[src/rtl/colgen_pkg.sv]
package colgen_pkg;

   localparam int MW_W = 10;

   // Decoded burst configuration, captured at each legal start
   typedef struct packed {
      logic       legal;
      logic       itl;
      logic       fullpage;
      logic [2:0] len_log;
   } burst_cfg_t;

   function automatic int col_bits(input int dq_w);
      return (dq_w == 16) ? 9 : (dq_w == 8) ? 10 : 11;
   endfunction

endpackage

[src/rtl/colgen_mode_dec.sv]
module colgen_mode_dec
   import colgen_pkg::*;
(
   input  logic [MW_W-1:0] mode_word,
   input  logic            is_write,
   output burst_cfg_t      cfg
);
   logic [2:0] len_code;
   logic       itl_b;
   logic [1:0] op_mode;
   logic       wr_single;
   logic       code_ok;
   logic       unused_lat;

   assign len_code   = mode_word[2:0];
   assign itl_b      = mode_word[3];
   assign op_mode    = mode_word[8:7];
   assign wr_single  = is_write & mode_word[9];
   assign unused_lat = ^mode_word[6:4];

   assign code_ok = (len_code <= 3'd3) || ((len_code == 3'd7) && !itl_b);

   always_comb begin
      cfg          = '0;
      cfg.legal    = (op_mode == 2'b00) && code_ok;
      cfg.itl      = itl_b;
      cfg.fullpage = !wr_single && (len_code == 3'd7);
      cfg.len_log  = (wr_single || (len_code == 3'd7)) ? 3'd0 : len_code;
   end
endmodule

[src/rtl/colgen_seq.sv]
module colgen_seq
   import colgen_pkg::*;
#(
   parameter int COL_W = 10
) (
   input  logic             clk,
   input  logic             rst_n,
   input  logic             start,
   input  logic             term,
   input  burst_cfg_t       cfg_in,
   input  logic [COL_W-1:0] start_col,
   output logic             active,
   output logic             done,
   output logic [COL_W-1:0] base,
   output logic [COL_W-1:0] cnt,
   output burst_cfg_t       cfg_q
);
   logic [COL_W-1:0] last_cnt;
   logic             at_last;

   always_comb begin
      last_cnt      = '0;
      last_cnt[2:0] = 3'((4'd1 << cfg_q.len_log) - 4'd1);
   end

   assign at_last = !cfg_q.fullpage && (cnt == last_cnt);

   always_ff @(posedge clk or negedge rst_n) begin
      if (!rst_n) begin
         active <= 1'b0;
         done   <= 1'b0;
         base   <= '0;
         cnt    <= '0;
         cfg_q  <= '0;
      end else begin
         done <= 1'b0;
         if (start && cfg_in.legal) begin
            active <= 1'b1;
            base   <= start_col;
            cnt    <= '0;
            cfg_q  <= cfg_in;
         end else if (term) begin
            active <= 1'b0;
         end else if (active) begin
            if (at_last) begin
               active <= 1'b0;
               done   <= 1'b1;
            end else begin
               cnt <= cnt + 1'b1;
            end
         end
      end
   end
endmodule

[src/rtl/colgen_addr.sv]
module colgen_addr
   import colgen_pkg::*;
#(
   parameter int COL_W = 10
) (
   input  logic [COL_W-1:0] base,
   input  logic [COL_W-1:0] cnt,
   input  burst_cfg_t       cfg,
   output logic [COL_W-1:0] addr
);
   localparam int GRP_BITS = 3;

   logic [COL_W-1:0] ord;

   assign ord = cfg.itl ? (base ^ cnt) : (base + cnt);

   for (genvar i = 0; i < COL_W; i++) begin : g_bit
      logic mask_b;
      if (i < GRP_BITS) begin : g_low
         assign mask_b = cfg.fullpage | (3'(i) < cfg.len_log);
      end else begin : g_high
         assign mask_b = cfg.fullpage;
      end
      assign addr[i] = mask_b ? ord[i] : base[i];
   end
endmodule

[src/rtl/sdram_burst_colgen.sv]
module sdram_burst_colgen
   import colgen_pkg::*;
#(
   parameter  int DQ_W  = 8,
   localparam int COL_W = col_bits(DQ_W)
) (
   input  logic             clk,
   input  logic             rst_n,
   input  logic [MW_W-1:0]  mode_word,
   input  logic [COL_W-1:0] start_col,
   input  logic             start,
   input  logic             is_write,
   input  logic             term,
   output logic [COL_W-1:0] col_addr,
   output logic             col_valid,
   output logic             burst_done
);
   if (!(DQ_W == 4 || DQ_W == 8 || DQ_W == 16)) begin : g_bad_dq
      $error("sdram_burst_colgen: DQ_W must be 4, 8 or 16");
   end

   burst_cfg_t       cfg_new;
   burst_cfg_t       cfg_cur;
   logic [COL_W-1:0] base_q;
   logic [COL_W-1:0] cnt_q;

   colgen_mode_dec u_dec (
      .mode_word (mode_word),
      .is_write  (is_write),
      .cfg       (cfg_new)
   );

   colgen_seq #(.COL_W(COL_W)) u_seq (
      .clk       (clk),
      .rst_n     (rst_n),
      .start     (start),
      .term      (term),
      .cfg_in    (cfg_new),
      .start_col (start_col),
      .active    (col_valid),
      .done      (burst_done),
      .base      (base_q),
      .cnt       (cnt_q),
      .cfg_q     (cfg_cur)
   );

   colgen_addr #(.COL_W(COL_W)) u_addr (
      .base (base_q),
      .cnt  (cnt_q),
      .cfg  (cfg_cur),
      .addr (col_addr)
   );
endmodule

[config.mk]
export PLATFORM = sky130hd
export DESIGN_NAME = sdram_burst_colgen
export DESIGN_NICKNAME = d
export VERILOG_FILES = /design/src/rtl/colgen_pkg.sv /design/src/rtl/colgen_mode_dec.sv /design/src/rtl/colgen_seq.sv /design/src/rtl/colgen_addr.sv /design/src/rtl/sdram_burst_colgen.sv
export SDC_FILE = /design/constraint.sdc
export NUM_CORES = 1
export LEC_CHECK = 0
export ABC_AREA = 0
export BUFFER_PORTS_ARGS = -buffer_cell sky130_fd_sc_hd__buf_2
export CAP_MARGIN = 5
export CORE_MARGIN = 10
export CORE_UTILIZATION = 50
export CTS_BUF_LIST = sky130_fd_sc_hd__clkbuf_8
export DETAILED_ROUTE_END_ITERATION = 10
export PLACE_DENSITY = 0.75
export SYNTH_ARGS = -nofsm -noshare
export SYNTH_HDL_FRONTEND = slang
export SYNTH_HIERARCHICAL = 1
export SYNTH_SLANG_ARGS = --single-unit
[constraint.sdc]
create_clock -name clk -period 3.6 [get_ports clk]
set_clock_uncertainty 0.15 [all_clocks]
set_input_delay 0.72 -clock clk [delete_from_list [all_inputs] [get_ports clk]]
set_output_delay 0.72 -clock clk [all_outputs]
set_load 0.01 [all_outputs]
; ---- Word level (Yosys, flattened, before mapping)
; Cells that the tools add are included.
[classes]
n_eq_ne = 4
n_bitwise = 5
n_lt_le_gt_ge = 4
reduce_logical = 13
muxes = 24
n_shift = 1
addsub = 3
[op_table]
columns = op, count
row1 = two-way mux 10 bit, 5
row2 = two-way mux 1 bit, 18
row3 = "adder 10 x 1 -> 10 bit, second input constant", 1
row4 = adder 10 bit, 1
row5 = == test 10 x 3 -> 1 bit, 1
row6 = bitwise XOR 10 bit, 1
row7 = "< comparator 1 x 3 -> 1 bit, first input constant", 2
row8 = logical AND 1 bit, 5
row9 = "== test 3 bit, second input constant", 1
row10 = "<= comparator 3 x 2 -> 1 bit, second input constant", 1
row11 = zero test 1 bit, 3
row12 = "< comparator 2 x 3 -> 1 bit, first input constant", 1
row13 = two-way mux 3 bit, 1
row14 = bitwise OR 1 bit, 3
row15 = AND reduction 3 bit, 1
row16 = "<< shifter 1 x 3 -> 3 bit, first input constant", 1
row17 = "subtractor 3 x 1 -> 3 bit, second input constant", 1
row18 = zero test 2 bit, 1
row19 = logical OR 1 bit, 2
row20 = "inequality test 2 x 1 -> 1 bit, second input constant", 1
row21 = "inequality test 2 bit, second input constant", 1
row22 = nonzero test 2 bit, 1
row23 = AND 1 bit, 1
[totals]
wordCells = 61
ff_bits = 27

; ---- Logic depth before layout (Yosys ltp)
[depth]
depth_word = 8
depth_mapped = 8

; ---- Modules after synthesis
; The synthesis kept the hierarchy.
[by_module_without_submodules]
columns = module, seq_area_each_um2, area_per_inst_um2, cells_per_inst, instances
row1 = colgen_seq, 700.7, 1412.6, 155, 1
row2 = colgen_addr, 0.0, 586.8, 82, 1
row3 = colgen_mode_dec, 0.0, 73.8, 11, 1

; ---- Worst setup path after synthesis
; No wires, ideal clock.
[synth_path]
path_type = register -> output
from = register u_seq.cnt[0]
to = output port col_addr[6]
slack_ps = 824
t_required_ps = 2730
path_buffers = 0
arrival_time_ps = 1906
path_stages_with_launch = 8
cell_sequence = dfrtp_1 -> ha_1 -> fa_1 -> a21o_1 -> a221oi_1 -> nor2_1 -> xnor2_1 -> a21oi_1
[synth_via]
elab_chain_len = 3
[synth_rtl]
columns = item, line
row1 = "start, declared", colgen_seq.sv:15  ; output logic [COL_W-1:0] cnt,
row2 = "start signal, assigned", colgen_seq.sv:49  ; cnt <= cnt + 1'b1;
row3 = adder 10 bit, colgen_addr.sv:15  ; assign ord = cfg.itl ? (base ^ cnt) : (base + cnt);
row4 = two-way mux 10 bit, colgen_addr.sv:15
row5 = two-way mux 1 bit, colgen_addr.sv:24  ; assign addr[i] = mask_b ? ord[i] : base[i];
row6 = "end, declared", sdram_burst_colgen.sv:14  ; output logic [COL_W-1:0] col_addr,
; No other way between the ends.

; ---- Final worst setup path
; Ends and elaborated chain as after synthesis.

==> flow_metrics.tcl <==
set metrics [dict create \
    nNetsFinal 309 \
    met2WireLength_um 2260 \
    track_usage_pct 13.6 \
    slew_viol_final 0 \
    fin_setup_tns_ns 0 \
    worst_skew_pair.late_latency_ns 0.28 \
    pin_count 37 \
    cts_buffers 3 \
    drive_above_1_share_pct 20.7 \
    syn_area_mm2 0.00204 \
    r2r_end "u_seq/cnt[1]" \
    hold_path_class "in -> async" \
    coreArea_mm2 0.00397 \
    m1WireLength_um 2290 \
    ctsResizeCount 0 \
    tightest_slew_ns 0.937 \
    finalHoldViolations 0 \
    dpl_worst_slack_ns 0.644 \
    leakagePower_nw 1.13 \
    maxSlewHeadroom_pct 37.4 \
    wl_met3_um 218 \
    die_x_um 83.9 \
    ys.warnings.count 6 \
    drc 0 \
    initial_core_util_pct 51.4 \
    firstDrtPassIters 4 \
    drv_cap 0 \
    grt_remaining_overflow 0 \
    wl_per_cell_um 15.0 \
    grt_pass1_wl_um 8220 \
    irDropWorstVdd_mv 0.230 \
    first_iter_violations 104 \
    globalplace.congestion 0.789 \
    setup_ws_ns 0.313 \
    cts_sinks 27 \
    viasPerCell 5.69 \
    wl_um 4810 \
    r2r_start "u_seq/cfg_q[0]" \
    max_freq_mhz 304 \
    fin_crit_ns 3.29 \
    num_vias 1825 \
    grt_antenna_before_repair 0 \
    cp-start-kind "flip-flop" \
    cp.arrival_ns 2.42 \
    cp_max_fo 9 \
    period_share_pct 91.3 \
    dp.cells 317 \
    h-tree-depth 1 \
    portBuffers 33 \
    rows 23 \
    cts_tree "built" \
    cts_root_buf "clkbuf_8" \
    endpoint "col_addr[6]" \
    area_delta_synth_final_pct 10.7 \
    netlist_instances 246 \
    antennaDiodeCount 0 \
    dp_hpwl_um 3500 \
    critPathRequiredTime_ns 2.73 \
    clock_path_buffers 2 \
    fin_cells 321 \
    grt_max_degree 28 \
    rrSetupSlack_ns 1.06 \
    pwr_density_cell_mw_per_mm2 458 \
    finalSetupViolCount 0 \
    die_area_mm2 0.00704 \
    status "finished, final reports clean" \
    rsz0062_at_grt "no" \
    syn_area_per_cell_um2 8.30 \
    grt_pass1_vias 1805 \
    post-cts-setup-buffers 0 \
    final_common_cell "nand2_1" \
    critPathLaunch "u_seq/cnt[0]" \
    ant_nets 0 \
    layout_common_cells "nand2_1, buf_2, dfrtp_1" \
    path_class "reg -> out" \
    rr_worst_depth 6 \
    clk_pin_slew_ns 0.10 \
    cts_hold_buffers 0 \
    die_height_um 83.9 \
    crit_path_end_kind "primary output" \
    syn_nets 283 \
    dr.max_layer_used "met4" \
]
-- registers in the layout, indices dropped and copies added (netlist names) --
register,count
u_seq/base,10
u_seq/cnt,10
u_seq/cfg_q,5
u_seq/active,1
u_seq/done,1
-- power breakdown --
group	internal [mW]	switching (mW)	leakage (nW)	total (mW)
clock	0.0779	0.103	0.0255	0.181
sequential	0.348	0.0794	0.356	0.427
combinational	0.193	0.234	0.748	0.427
total	0.619	0.417	1.13	1.04
-- worst min-delay path by stage --
stage                                to  slack (ns)  cells after the start
after floorplan            u_seq/active        0.27                      0
after global placement    u_seq/base[0]        0.34                      2
after detailed placement  u_seq/base[8]        0.35                      2
after CTS                 u_seq/base[7]        0.32                      1
after global routing      u_seq/base[7]        0.34                      1
final                     u_seq/base[7]        0.29                      1
-- per-layer routing --
| metal | vias up | track usage (%) |
|---|---|---|
| met5 | - | 0 |
| met4 | 0 | 3.81 |
| met3 | 4 | 2.64 |
| met2 | 40 | 23.5 |
| met1 | 846 | 16.4 |
| li1 | 935 | - |
-- metrics by stage --
step / util, % / cell area, um^2 / power [mW] / hold WS, ns
detailed placement: 55.7 / 2210 / 0.858 / 0.348
global placement: 55.7 / 2210 / 0.843 / 0.345
floorplan: - / 2040 / 0.733 / 0.274
CTS: 56.9 / 2260 / 1.04 / 0.316
global route: 56.9 / 2260 / 1.12 / 0.336
finish: 56.9 / 2260 / 1.04 / 0.292
-- worst max-delay path: stages, from the launching register on --
cell      delay, ns
dfrtp_1        0.49
ha_1           0.26
fa_1           0.39
a21o_1         0.21
a221oi_1       0.29
nor2_1         0.09
xnor2_1        0.14
a21oi_1        0.13
buf_2          0.14
-- final cells by class --
type,count,area (um^2)
clock buffers,3,41.3
clock inverters,1,5.00
fillers,398,1710
inverters,4,15.0
multi-input cells,201,1280
flip-flops and latches,27,676
well taps,50,62.6
repair buffers,35,180
Note: power is estimated with default switching activity, not from simulation.
